### src/rtl/buck_gate_pkg.sv
package buck_gate_pkg;

  // Command codes as they arrive on pwm_cmd
  localparam logic [1:0] PWM_CODE_LO  = 2'b00;
  localparam logic [1:0] PWM_CODE_MID = 2'b01;
  localparam logic [1:0] PWM_CODE_HI  = 2'b10;

  // One-hot decoded level: bit 0 low, bit 1 mid, bit 2 high
  typedef logic [2:0] lvl_oh_t;

  typedef enum logic [3:0] {
    ST_IDLE,      // both off, nothing in progress
    ST_WAIT_LS,   // low side released, waiting for its discharge report
    ST_NOVL_HS,   // dead time before high side
    ST_HS_ON,
    ST_WAIT_HS,   // high side released, waiting for its discharge report
    ST_NOVL_LS,   // dead time before low side
    ST_LS_ON,
    ST_BLANK,     // mid: low side on, zero-current masked
    ST_DEBOUNCE,  // mid: low side on, still masked
    ST_ZC_WATCH,  // mid: low side on, watching zero-current
    ST_DE_OFF     // mid: zero current seen, both off
  } gate_state_e;

  function automatic lvl_oh_t decode_level(input logic [1:0] code);
    lvl_oh_t r;
    case (code)
      PWM_CODE_LO: r = 3'b001;
      PWM_CODE_HI: r = 3'b100;
      default:     r = 3'b010;  // mid and the reserved code
    endcase
    return r;
  endfunction

endpackage

### src/rtl/bgs_sync.sv
module bgs_sync #(
  parameter int W      = 1,
  parameter int STAGES = 2
) (
  input  logic         clk,
  input  logic         rst,
  input  logic [W-1:0] d,
  output logic [W-1:0] q
);

  logic [STAGES-1:0][W-1:0] chain;

  generate
    if (STAGES == 1) begin : g_single
      always_ff @(posedge clk) begin
        if (rst) chain <= '0;
        else     chain <= d;
      end
    end else begin : g_multi
      always_ff @(posedge clk) begin
        if (rst) chain <= '0;
        else     chain <= {chain[STAGES-2:0], d};
      end
    end
  endgenerate

  assign q = chain[STAGES-1];

endmodule

### src/rtl/bgs_timer.sv
module bgs_timer #(
  parameter int CNT_W = 8
) (
  input  logic             clk,
  input  logic             rst,
  input  logic             load,
  input  logic [CNT_W-1:0] load_val,
  output logic             zero
);

  logic [CNT_W-1:0] cnt;

  // A load of N makes zero true on the Nth cycle after the load edge
  always_ff @(posedge clk) begin
    if (rst)               cnt <= '0;
    else if (load)         cnt <= load_val - CNT_W'(1);
    else if (cnt != '0)    cnt <= cnt - CNT_W'(1);
  end

  assign zero = (cnt == '0);

endmodule

### src/rtl/bgs_fsm.sv
module bgs_fsm
  import buck_gate_pkg::*;
#(
  parameter int NOVL_CYC  = 4,
  parameter int BLANK_CYC = 50,
  parameter int DEB_CYC   = 16,
  parameter int CNT_W     = 7
) (
  input  logic             clk,
  input  logic             rst,
  input  logic             run,
  input  lvl_oh_t          lvl,
  input  logic             hs_fb,
  input  logic             ls_fb,
  input  logic             zc,
  input  logic             tmr_zero,
  output logic             tmr_load,
  output logic [CNT_W-1:0] tmr_val,
  output logic             hs_gate,
  output logic             ls_gate
);

  localparam logic [CNT_W-1:0] NOVL_V  = CNT_W'(NOVL_CYC);
  localparam logic [CNT_W-1:0] BLANK_V = CNT_W'(BLANK_CYC);
  localparam logic [CNT_W-1:0] DEB_V   = CNT_W'(DEB_CYC);

  gate_state_e state, nxt;
  logic is_lo, is_mid, is_hi;

  assign is_lo  = lvl[0];
  assign is_mid = lvl[1];
  assign is_hi  = lvl[2];

  always_comb begin
    nxt      = state;
    tmr_load = 1'b0;
    tmr_val  = NOVL_V;
    if (!run) begin
      nxt = ST_IDLE;
    end else begin
      case (state)
        ST_IDLE: nxt = is_hi ? ST_WAIT_LS : ST_WAIT_HS;
        ST_WAIT_LS: begin
          if (!is_hi) nxt = ST_WAIT_HS;
          else if (ls_fb) begin
            nxt = ST_NOVL_HS; tmr_load = 1'b1; tmr_val = NOVL_V;
          end
        end
        ST_NOVL_HS: begin
          if (!is_hi)        nxt = ST_WAIT_HS;
          else if (tmr_zero) nxt = ST_HS_ON;
        end
        ST_HS_ON: if (!is_hi) nxt = ST_WAIT_HS;
        ST_WAIT_HS: begin
          if (is_hi) nxt = ST_WAIT_LS;
          else if (hs_fb) begin
            nxt = ST_NOVL_LS; tmr_load = 1'b1; tmr_val = NOVL_V;
          end
        end
        ST_NOVL_LS: begin
          if (is_hi) nxt = ST_WAIT_LS;
          else if (tmr_zero) begin
            if (is_lo) nxt = ST_LS_ON;
            else begin
              nxt = ST_BLANK; tmr_load = 1'b1; tmr_val = BLANK_V;
            end
          end
        end
        ST_LS_ON: begin
          if (is_hi) nxt = ST_WAIT_LS;
          else if (is_mid) begin
            nxt = ST_BLANK; tmr_load = 1'b1; tmr_val = BLANK_V;
          end
        end
        ST_BLANK: begin
          if (is_hi)      nxt = ST_WAIT_LS;
          else if (is_lo) nxt = ST_LS_ON;
          else if (tmr_zero) begin
            nxt = ST_DEBOUNCE; tmr_load = 1'b1; tmr_val = DEB_V;
          end
        end
        ST_DEBOUNCE: begin
          if (is_hi)         nxt = ST_WAIT_LS;
          else if (is_lo)    nxt = ST_LS_ON;
          else if (tmr_zero) nxt = ST_ZC_WATCH;
        end
        ST_ZC_WATCH: begin
          if (is_hi)      nxt = ST_WAIT_LS;
          else if (is_lo) nxt = ST_LS_ON;
          else if (zc)    nxt = ST_DE_OFF;
        end
        ST_DE_OFF: begin
          if (is_hi)      nxt = ST_WAIT_LS;
          else if (is_lo) nxt = ST_WAIT_HS;
        end
        default: nxt = ST_IDLE;
      endcase
    end
  end

  always_ff @(posedge clk) begin
    if (rst) begin
      state   <= ST_IDLE;
      hs_gate <= 1'b0;
      ls_gate <= 1'b0;
    end else begin
      state   <= nxt;
      hs_gate <= (nxt == ST_HS_ON);
      ls_gate <= (nxt == ST_LS_ON) || (nxt == ST_BLANK) ||
                 (nxt == ST_DEBOUNCE) || (nxt == ST_ZC_WATCH);
    end
  end

endmodule

### src/rtl/buck_gate_seq.sv
module buck_gate_seq
  import buck_gate_pkg::*;
#(
  parameter int NOVL_CYC    = 4,
  parameter int BLANK_CYC   = 50,
  parameter int DEB_CYC     = 16,
  parameter int SYNC_STAGES = 2
) (
  input  logic       clk,
  input  logic       rst,
  input  logic [1:0] pwm_cmd,
  input  logic       en_in,
  input  logic       supply_ok,
  input  logic       zc_det,
  input  logic       hs_fb_low,
  input  logic       ls_fb_low,
  output logic       hs_gate,
  output logic       ls_gate,
  output logic       en_pull
);

  localparam int MAX_A   = (NOVL_CYC > BLANK_CYC) ? NOVL_CYC : BLANK_CYC;
  localparam int MAX_CYC = (MAX_A > DEB_CYC) ? MAX_A : DEB_CYC;
  localparam int CNT_W   = $clog2(MAX_CYC + 1);
  localparam int IN_W    = 7;

  logic [IN_W-1:0] raw_in, sync_in;
  logic [1:0]      pwm_s;
  logic            en_s, pg_s, zc_s, hs_fb_s, ls_fb_s;
  lvl_oh_t         lvl_oh;
  logic            run_s;
  logic            tmr_load, tmr_zero;
  logic [CNT_W-1:0] tmr_val;

  assign raw_in = {pwm_cmd, en_in, supply_ok, zc_det, hs_fb_low, ls_fb_low};

  bgs_sync #(.W(IN_W), .STAGES(SYNC_STAGES)) u_sync (
    .clk (clk),
    .rst (rst),
    .d   (raw_in),
    .q   (sync_in)
  );

  assign {pwm_s, en_s, pg_s, zc_s, hs_fb_s, ls_fb_s} = sync_in;
  assign lvl_oh = decode_level(pwm_s);
  assign run_s  = en_s & pg_s;

  bgs_timer #(.CNT_W(CNT_W)) u_timer (
    .clk      (clk),
    .rst      (rst),
    .load     (tmr_load),
    .load_val (tmr_val),
    .zero     (tmr_zero)
  );

  bgs_fsm #(
    .NOVL_CYC  (NOVL_CYC),
    .BLANK_CYC (BLANK_CYC),
    .DEB_CYC   (DEB_CYC),
    .CNT_W     (CNT_W)
  ) u_fsm (
    .clk      (clk),
    .rst      (rst),
    .run      (run_s),
    .lvl      (lvl_oh),
    .hs_fb    (hs_fb_s),
    .ls_fb    (ls_fb_s),
    .zc       (zc_s),
    .tmr_zero (tmr_zero),
    .tmr_load (tmr_load),
    .tmr_val  (tmr_val),
    .hs_gate  (hs_gate),
    .ls_gate  (ls_gate)
  );

  // Fault request held until the supply is seen good through the synchronizer
  always_ff @(posedge clk) begin
    if (rst) en_pull <= 1'b1;
    else     en_pull <= ~pg_s;
  end

endmodule

### config.mk
export PLATFORM = sky130hd
export DESIGN_NAME = buck_gate_seq
export DESIGN_NICKNAME = d
export VERILOG_FILES = /design/src/rtl/buck_gate_pkg.sv /design/src/rtl/bgs_sync.sv /design/src/rtl/bgs_timer.sv /design/src/rtl/bgs_fsm.sv /design/src/rtl/buck_gate_seq.sv
export SDC_FILE = /design/constraint.sdc
export NUM_CORES = 1
export LEC_CHECK = 0
export ABC_AREA = 1
export BUFFER_PORTS_ARGS = -buffer_cell sky130_fd_sc_hd__buf_2
export CAP_MARGIN = 20
export CORE_MARGIN = 5
export CORE_UTILIZATION = 52
export CTS_CLUSTER_SIZE = 30
export DETAILED_ROUTE_END_ITERATION = 16
export HOLD_SLACK_MARGIN = 0.03
export PLACE_DENSITY = 0.74
export SLEW_MARGIN = 20
export SYNTH_ARGS = -nofsm -noshare
export SYNTH_HDL_FRONTEND = slang
export SYNTH_SLANG_ARGS = --single-unit
### constraint.sdc
create_clock -name clk -period 1.65 [get_ports clk]
set_clock_uncertainty 0.15 [all_clocks]
set_input_delay 0.0825 -clock clk [delete_from_list [all_inputs] [get_ports clk]]
set_output_delay 0.0825 -clock clk [all_outputs]
set_load 0.02 [all_outputs]
After elaboration in Yosys (flattened, before gate mapping)
Cells that the tools add are included.
{"block": "op_classes", "eq_ne": 16, "bitwise_logic": 2, "n_mux": 53, "reduce_logical": 8, "n_addsub": 2}
{"cell": "$mux W4", "n": 23}
{"cell": "$mux W6", "n": 10}
{"cell": "$pmux W4 S11", "n": 1}
{"cell": "$eq A4 B3 Y1 const B", "n": 6}
{"cell": "$eq A4 B4 Y1 const B", "n": 5}
{"cell": "$pmux W6 S3", "n": 1}
{"cell": "$mux W1", "n": 14}
{"cell": "$eq A4 B2 Y1 const B", "n": 3}
{"cell": "$sub A6 B1 Y6 const B", "n": 2}
{"cell": "$logic_not A6 Y1", "n": 1}
{"cell": "$pmux W3 S2", "n": 1}
{"cell": "$reduce_bool A6 Y1", "n": 1}
{"cell": "$mux W5", "n": 1}
{"cell": "$pmux W1 S5", "n": 1}
{"cell": "$eq A4 B1 Y1 const B", "n": 1}
{"cell": "$logic_not A4 Y1", "n": 1}
{"cell": "$logic_or A1 B1 Y1", "n": 3}
{"cell": "$mux W3", "n": 1}
{"cell": "$eq A2 B2 Y1 const B", "n": 1}
{"cell": "$logic_not A2 Y1", "n": 1}
{"cell": "$reduce_bool A2 Y1", "n": 1}
{"cell": "$and A1 B1 Y1", "n": 1}
{"cell": "$not A1 Y1", "n": 1}
{"block": "word_totals", "regBits": 27, "wordCells": 88, "input_bits": 9}

Depth between registers and ports, before layout
Gate-level depths: netlist of run 1.
{"block": "logic_depth", "depth_word": 11, "ltp_mapped": 13}

Cells and area by module
A second synthesis of run 1 with hierarchy kept.
{"block": "unflattened", "cells_unflattened": 251, "area_unflattened_um2": 1619.1}
{"module": "bgs_fsm", "area_each_um2": 729.4, "cells_per_inst": 134, "n_inst": 1}
{"module": "bgs_sync", "area_each_um2": 449.2, "cells_per_inst": 50, "n_inst": 1}
{"module": "bgs_timer", "area_each_um2": 390.4, "cells_per_inst": 58, "n_inst": 1}
{"module": "buck_gate_seq", "area_each_um2": 50.0, "cells_per_inst": 9, "n_inst": 1}

Least setup slack after synthesis of run 1
OpenSTA, ideal clock, no wires.
{"block": "synth_timing", "path_kind": "reg2reg", "start": "register u_fsm.state[0]", "end": "register u_timer.cnt[2]", "period_less_slack_ps": 1830, "setup_ps": 66, "path_stages_with_launch": 11, "path_buffers": 0, "t_required_ps": 1434, "arrival_time_ps": 1613, "setup_slack_ps": -180, "path_cell_list": "dfxtp_1 -> inv_2 -> nor2_4 -> nand2_1 -> o21bai_1 -> nand3_1 -> inv_1 -> a21oi_4 -> ha_1 -> or2_1 -> a21oi_2"}
{"block": "synth_between", "elab_chain_cells": 5, "word_cells_on_any_way": 12}
{"item": "start: declaration", "line": "bgs_fsm.sv:27", "rtl": "gate_state_e state, nxt;"}
{"item": "start signal: assignment", "line": "bgs_fsm.sv:107", "rtl": "state <= nxt;"}
{"item": "$eq A4 B3 Y1", "line": "bgs_fsm.sv:41", "rtl": "case (state)"}
{"item": "$pmux W6 S3", "line": "bgs_fsm.sv:41"}
{"item": "$mux W6", "line": "bgs_fsm.sv:38", "rtl": "if (!run) begin"}
{"item": "$sub A6 B1 Y6", "line": "bgs_timer.sv:16", "rtl": "else if (load) cnt <= load_val - CNT_W'(1);"}
{"item": "$mux W6", "line": "bgs_timer.sv:16"}
{"item": "end signal: assignment", "line": "bgs_timer.sv:16"}
{"item": "end signal: assignment", "line": "bgs_timer.sv:17", "rtl": "else if (cnt != '0) cnt <= cnt - CNT_W'(1);"}
{"item": "end: declaration", "line": "bgs_timer.sv:11", "rtl": "logic [CNT_W-1:0] cnt;"}
Several ways; a longest one is shown, not always the timed one.
A chain may end at the register's enable or synchronous reset.

Worst setup path in the final report of run 1
{"block": "layout_timing", "start": "register u_fsm.state[2]", "end": "register u_timer.cnt[2]"}
The elaborated chain is that of the path after synthesis.

==> results of run 1 <==
-- power by group --
group | internal (µW) | leakage (µW) | switching, µW
Sequential | 710 | 0.000227 | 46.1
Clock | 91.2 | 0.0000177 | 204
Combinational | 336 | 0.000842 | 375
Total | 1140 | 0.00109 | 625
-- path summary, 6_finish.rpt --
check | from | to | slack, ns | depth (start not counted)
hold reg to reg | u_sync.chain[1] | u_sync.q[1] | 0.27 | 2
hold / removal | u_sync.chain[1] | u_sync.q[1] | 0.27 | 2
setup reg to reg | u_fsm.state[2] | u_timer.cnt[2] | -0.16 | 12
setup / recovery | u_fsm.state[2] | u_timer.cnt[2] | -0.16 | 12
-- metal layers --
layer	GRT usage (%)	up-vias	wire length (µm)
li1	-	831	-
met1	25.2	760	1770
met2	38.3	69	2360
met3	3.60	21	270
met4	12.7	0	189
met5	0	-	0
-- registers in the layout, summed over array words and instances, names as in the netlist --
signal         cells
u_sync.chain       7
u_timer.cnt        6
en_pull            1
u_fsm.ls_gate      1
u_fsm.hs_gate      1
u_fsm.state        4
u_sync.q           7
-- timing repair --
item / 4_1_cts / 5_1_grt
pin swaps: 4 / 11
hold buffers: 15 / 0
cloned: 0 / 1
resized for setup: 16 / 28
hold endpoints to repair: 25 / 0
setup endpoints to repair: 9 / 11
setup buffers: 1 / 9
-- through the flow --
| stage | area [µm²] | hold WS, ns | TNS (ns) | std cells | power [µW] |
|---|---|---|---|---|---|
| after floorplan | 1460 | 0.0395 | -0.0402 | 218 | 1140 |
| after global placement | 1790 | 0.133 | -0.571 | 291 | 1360 |
| after detailed placement | 1790 | 0.138 | -0.575 | 291 | 1380 |
| after CTS | 2020 | 0.261 | -0.547 | 311 | 1680 |
| after global routing | 2170 | 0.288 | -2.45 | 322 | 1890 |
| final | 2170 | 0.272 | -1.17 | 322 | 1760 |
-- tightest hold or removal path: stages (launching register included) --
cell and delay (ns):
dfxtp_1 0.32, inv_1 0.05, nor2_1 0.03
-- layout by cell type (no fill, tap or decap), drive strengths merged --
cell / instances
nand3: 15
buf: 54
nand2: 56
inv: 40
dlygate4sd3: 15
or2: 1
o21a: 1
o21ai: 8
o22ai: 2
clkbuf: 3
a31oi: 3
clkinv: 1
o21bai: 1
o2111ai: 1
o31ai: 1
nand4: 3
dfxtp: 27
nor3: 4
a21oi: 10
diode: 1
nor2: 43
ha: 1
-- cell families after synthesis --
kind of cell,Yosys count,synth area share [%]
flops,27,38.1
compound gates,27,11.8
simple gates,121,38.1
buf+inv,42,11.1
fa+ha+maj,1,0.882
-- cell type report --
type / count / area [µm²]
multi-input cells: 150 / 851
clock buffers: 3 / 22.5
well taps: 31 / 38.8
flip-flops and latches: 27 / 566
clock inverters: 1 / 5.00
fillers: 151 / 512
diodes: 1 / 2.50
inverters: 40 / 158
repair buffers: 69 / 532
==> summary.txt, run 1 <==
Run status
  – Outcome: complete, but fails checks
  – Violations in the final reports: setup timing

Critical path
  – Largest delay share family, worst path: simple AND/OR/NAND/NOR gates
  – Sum of buffers and inverters on the critical path: 2
  – Cell type with the highest occurrence count on the critical path: nand2_4
  – Data required time at the worst endpoint: 1.78 ns
  – Ordered cell list for the critical path: inv_4, nor2_4, nand2_1, nor2_1, nand2_1, nand2_2, nand2_4, buf_6, nand2_4, nand2_4, or2_1, a21oi_2
  – Master of the slowest instance on the critical path: dfxtp_4
  – WP data arrival: 1.95 ns
  – Highest net fanout along the worst path: 6
  – CP endpoint kind: flop
  – Largest stage delay, worst path: 0.41 ns
  – Critical path start-end classification: flop to flop
  – Sort of element at the start of the critical path: flop

Hold path
  – Min-Delay Path Class: flop to flop

Yosys
  – EDFF count, synth: 0
  – Leading area contributor after synthesis: dfxtp_1
  – Seq cells post-synth: 27
  – Register area share after synthesis: 38.1%
  – Post-Syn Nets: 228
  – Cell Area, Synth: 1420 µm²
  – Most frequently used flop master after synthesis: dfxtp_1
  – Average cell area after synthesis: 6.51 µm²
  – Number of standard cells after synthesis: 218
  – Ranking of synthesized cells by instance count: nand2_1, nor2_1, inv_1
  – Most frequent cell after synthesis: nand2_1
  – Synth cell types: 26
  – Fraction of post-synthesis cell area in the top cell type by area: 38.1%
  – Async set-reset flop share out of synthesis: 0%
  – Largest cells by area after synthesis: dfxtp_1, nand2_1, nor2_1
  – Yosys warning total: 0

Routing
  – WL final: 4.59 mm
  – Remaining design rule violation count: 0
  – Detailed-router iteration count before antenna repair: 5
  – Via count of the routed design: 1681
  – Vias per inst: 5.22
  – Residual antenna-violating net count after detailed routing: 0
  – Detailed router's first-iteration violation count: 153
  – Mean routed wirelength per cell: 14.3 µm

Die
  – Area of the die: 3870 µm²
  – Initial Utilization: 52.8%
  – Width of the chip: 62.2 µm
  – Count of standard-cell rows: 19
  – Core Region: 2690 µm²
  – Height of the die: 62.2 µm
  – Boundary pin count: 12

Clock tree
  – Clock sink count: 27
  – CTS tree: yes
  – Maximum clock insertion buffer count: 2
  – CTS Root Cell: clkbuf_4
  – Number of clock buffers inserted by TritonCTS: 3
  – Clock edge transition at the registers on the reported setup and hold paths: 0.15 ns
  – H-tree lvl count: 1
  – Clk_lat worst skew: 0.33 ns

Timing
  – Min Clock Period, post-route: 1.81 ns
  – Worst-margin pin slew: 0.335 ns
  – Final count of negative-setup-slack endpoints: 9
  – Max Freq: 551 MHz
  – Hold Fails Final Rpt: 0
  – Period utilization: 110%
  – Setup repair after global routing missed its margin: yes
  – Minimum setup slack in the final design: -0.164 ns
  – Rel. slew slack: 77.6%
  – Total count of max-transition violations in the final report: 0

Placement
  – RePlAce Congestion: 0.913
  – Dpl ws: -0.135 ns
  – Number of I/O port buffers: 11
  – Post-detailed-placement half-perimeter wirelength: 2.72 mm

Power and ir drop
  – Worst IR drop on VDD: 0.864 mV
  – Power per unit of standard cell area: 810 nW/µm²
  – Static Leak: 0.00109 µW

Final layout
  – Fraction of final layout cells with drive strength greater than 1: 40.3%
  – Core occupancy in the finished layout: 81.0%
  – Total Nets Final: 301
  – Area Growth Syn to Fin: 53.3%

GRT
  – First-pass GRT wire length: 7.02 mm
  – Vias in the first global route: 1606
  – Overflow left after global routing: 0
  – Pin count of the biggest net entering global routing: 19
  – Gr usage total: 22.1%
  – Antenna violations before repair: 1

Run
  – MaxCap Viol Count: 0
(Power assumes the default switching activity.)
==> run 2: changes to the inputs <==
Settings changed: CORE_UTILIZATION 52 to 30, PLACE_DENSITY 0.74 to default.
==> summary.txt, run 2 (synthesis results as in run 1) <==
Power and ir drop
  – Worst IR drop on VDD: 0.326 mV (-62%)
  – Power per unit of standard cell area: 850 nW/µm² (+4.9%)
  – Static Leak: 0.00104 µW (-4.7%)

Critical path
  – Startpoint of the most critical register-to-register path: u_fsm.state[2]
  – Endpoint of the most critical register-to-register path: u_timer.cnt[4]
  – First element of the critical path: u_fsm.state[2]
  – Highest net fanout along the worst path: 8 (+2)
  – WP data arrival: 1.82 ns (-0.13 ns)
  – Data required time at the worst endpoint: 1.67 ns (-0.11 ns)
  – Critical path start-end classification: flop to flop
  – Register-to-register setup slack: -0.15 ns (about the same)
  – Depth of the most critical reg-to-reg path: 12 (unchanged)
  – CP endpoint kind: flop
  – Sort of element at the start of the critical path: flop
  – Last element of the critical path: u_timer.cnt[4]

GRT
  – Pin count of the biggest net entering global routing: 15 (-4)
  – Overflow left after global routing: 0 (unchanged)
  – Vias in the first global route: 1511 (-5.9%)
  – First-pass GRT wire length: 6.28 mm (-11%)
  – Antenna violations before repair: 0 (-1)
  – Gr usage total: 12.4% (-9.8 points)

Run
  – MaxCap Viol Count: 0 (unchanged)

Final layout
  – Fraction of final layout cells with drive strength greater than 1: 37.1% (-3.3 points)
  – Core occupancy in the finished layout: 45.1% (-36 points)
  – Total Nets Final: 289 (-4.0%)
  – Most common cell after layout, fill and taps aside: nand2_1
  – Area Growth Syn to Fin: 48.1%
  – Diodes inserted: 0 (-1)
  – Final Instance Area: 2100 µm² (-3.3%)
  – Leading cell types in the layout, fill and taps excluded: nand2_1, buf_4, inv_1

Routing
  – Remaining design rule violation count: 0 (unchanged)
  – Residual antenna-violating net count after detailed routing: 0 (unchanged)
  – Vias per inst: 4.60 (-12%)
  – WL final: 3.64 mm (-21%)
  – Mean routed wirelength per cell: 11.0 µm (-23%)
  – Via count of the routed design: 1527 (-9.2%)
  – Detailed router's first-iteration violation count: 48 (-69%)
  – Detailed-router iteration count before antenna repair: 4 (-1)

Die
  – Boundary pin count: 12 (unchanged)
  – Area of the die: 6200 µm² (+60%)
  – Height of the die: 78.8 µm (+27%)
  – Initial Utilization: 30.4% (-22 points)
  – Core Region: 4660 µm² (+73%)
  – Width of the chip: 78.8 µm (+27%)
  – Count of standard-cell rows: 25 (+6)

Placement
  – Dpl ws: -0.180 ns (-0.0452 ns)
  – RePlAce Congestion: 0.959 (+5.0%)
  – Standard cell area after detailed placement: 1820 µm² (+1.2%)
  – Number of I/O port buffers: 11 (unchanged)
  – Post-detailed-placement half-perimeter wirelength: 2.82 mm (+3.6%)

Timing
  – Setup repair after global routing missed its margin: yes
  – Period utilization: 109% (-0.71 points)
  – Max Freq: 555 MHz (+0.65%)
  – Setup TNS: -0.726 ns (+0.443 ns)
  – Min Clock Period, post-route: 1.80 ns (-0.0118 ns)
  – Final count of negative-setup-slack endpoints: 7 (-2)
  – Hold Fails Final Rpt: 0 (unchanged)
  – Total count of max-transition violations in the final report: 0 (unchanged)
  – Rel. slew slack: 81.6% (+4.0 points)
  – Worst-margin pin slew: 0.273 ns (-0.0624 ns)
  – Minimum setup slack in the final design: -0.152 ns (+0.0118 ns)

Clock tree
  – Clk_lat worst skew: 0.27 ns (-0.06 ns)
  – Clock sink count: 27 (unchanged)
  – Clock edge transition at the registers on the reported setup and hold paths: 0.09 ns (-0.06 ns)
  – H-tree lvl count: 1 (unchanged)
  – CTS Root Cell: clkbuf_8
  – Number of clock buffers inserted by TritonCTS: 3 (unchanged)
  – CTS tree: yes
  – Maximum clock insertion buffer count: 2 (unchanged)

Run status
  – Outcome: complete, but fails checks
  – Violations in the final reports: setup timing

Hold path
  – Min-Delay Path Class: flop to flop
-- run 2: cell count changes in the layout (fill, tap and decap cells not counted), moves of 2 or more --
cell	delta
dlygate4sd3_1	-5
buf_4	-6
nand3_1	+2
dfxtp_4	-3
clkbuf_8	+3
clkbuf_4	-3
o21ai_0	+2
nand3_2	-2
dfxtp_1	+3
o21ai_1	-2
nand2_2	-2
-- run 2: per-layer routing --
| metal | wire, µm | track usage (%) | share of wire (%) | up-vias |
|---|---|---|---|---|
| li1 | - | - | - | 799 |
| met1 | 1590 | 14.1 | 44 | 690 |
| met2 | 1840 | 22.8 | 51 | 30 |
| met3 | 120 | 1.59 | 3.3 | 8 |
| met4 | 88 | 5.42 | 2.4 | 0 |
| met5 | 0 | 0 | 0 | - |
-- run 2: area by class of cell --
cell class                      instances  area (µm²)
Clock buffer                            4        45.0
Inverter                               40         158
Timing Repair Buffer                   58         437
Tap cell                               54        67.6
Multi-Input combinational cell        149         841
Fill cell                             443        2560
Sequential cell                        27         554
-- run 2: timing repair --
item / CTS / global route
pin swaps: 8 / 5
buffers inserted: 3 / 2
endpoints found under the hold margin: 10 / 0
hold buffers: 10 / 0
gates resized for setup: 12 / 22
endpoints found under the setup margin: 11 / 12
-- run 2: worst min path at each step --
| stage | slack [ns] | cells after the start | to | start |
|---|---|---|---|---|
| floorplan | 0.04 | 2 | u_sync.chain[0] | ls_fb_low |
| global placement | 0.13 | 3 | u_sync.chain[5] | pwm_cmd[0] |
| detailed placement | 0.14 | 3 | u_sync.chain[5] | pwm_cmd[0] |
| CTS | 0.26 | 2 | u_sync.q[5] | u_sync.chain[5] |
| global route | 0.27 | 2 | u_sync.q[5] | u_sync.chain[5] |
| finish | 0.25 | 1 | en_pull | u_sync.q[3] |
-- run 2: worst max-delay path, cell delays in order (launching register included) --
cell and delay [ns]:
dfxtp_4 0.40, inv_4 0.04, nor2_4 0.15, nand2_1 0.10, nor2_1 0.10, nor2_1 0.06, nand2_2 0.07, nand2_4 0.10
a21oi_4 0.18, ha_4 0.16, nand3_1 0.07, nand2_1 0.06, a21oi_1 0.06
-- run 2: stage by stage --
step,cells,total power [µW],hold WS [ns]
final,332,1790,0.252
after CTS,330,1760,0.257
after global placement,313,1350,0.133
after floorplan,218,1140,0.0395
after global routing,332,1920,0.268
after detailed placement,313,1350,0.142
-- run 2: power by group --
part / internal (µW) / total [µW] / leakage [µW] / switching [µW]
sequential: 708 / 748 / 0.000225 / 39.9
combinational: 312 / 671 / 0.000788 / 359
clock: 173 / 369 / 0.0000228 / 196
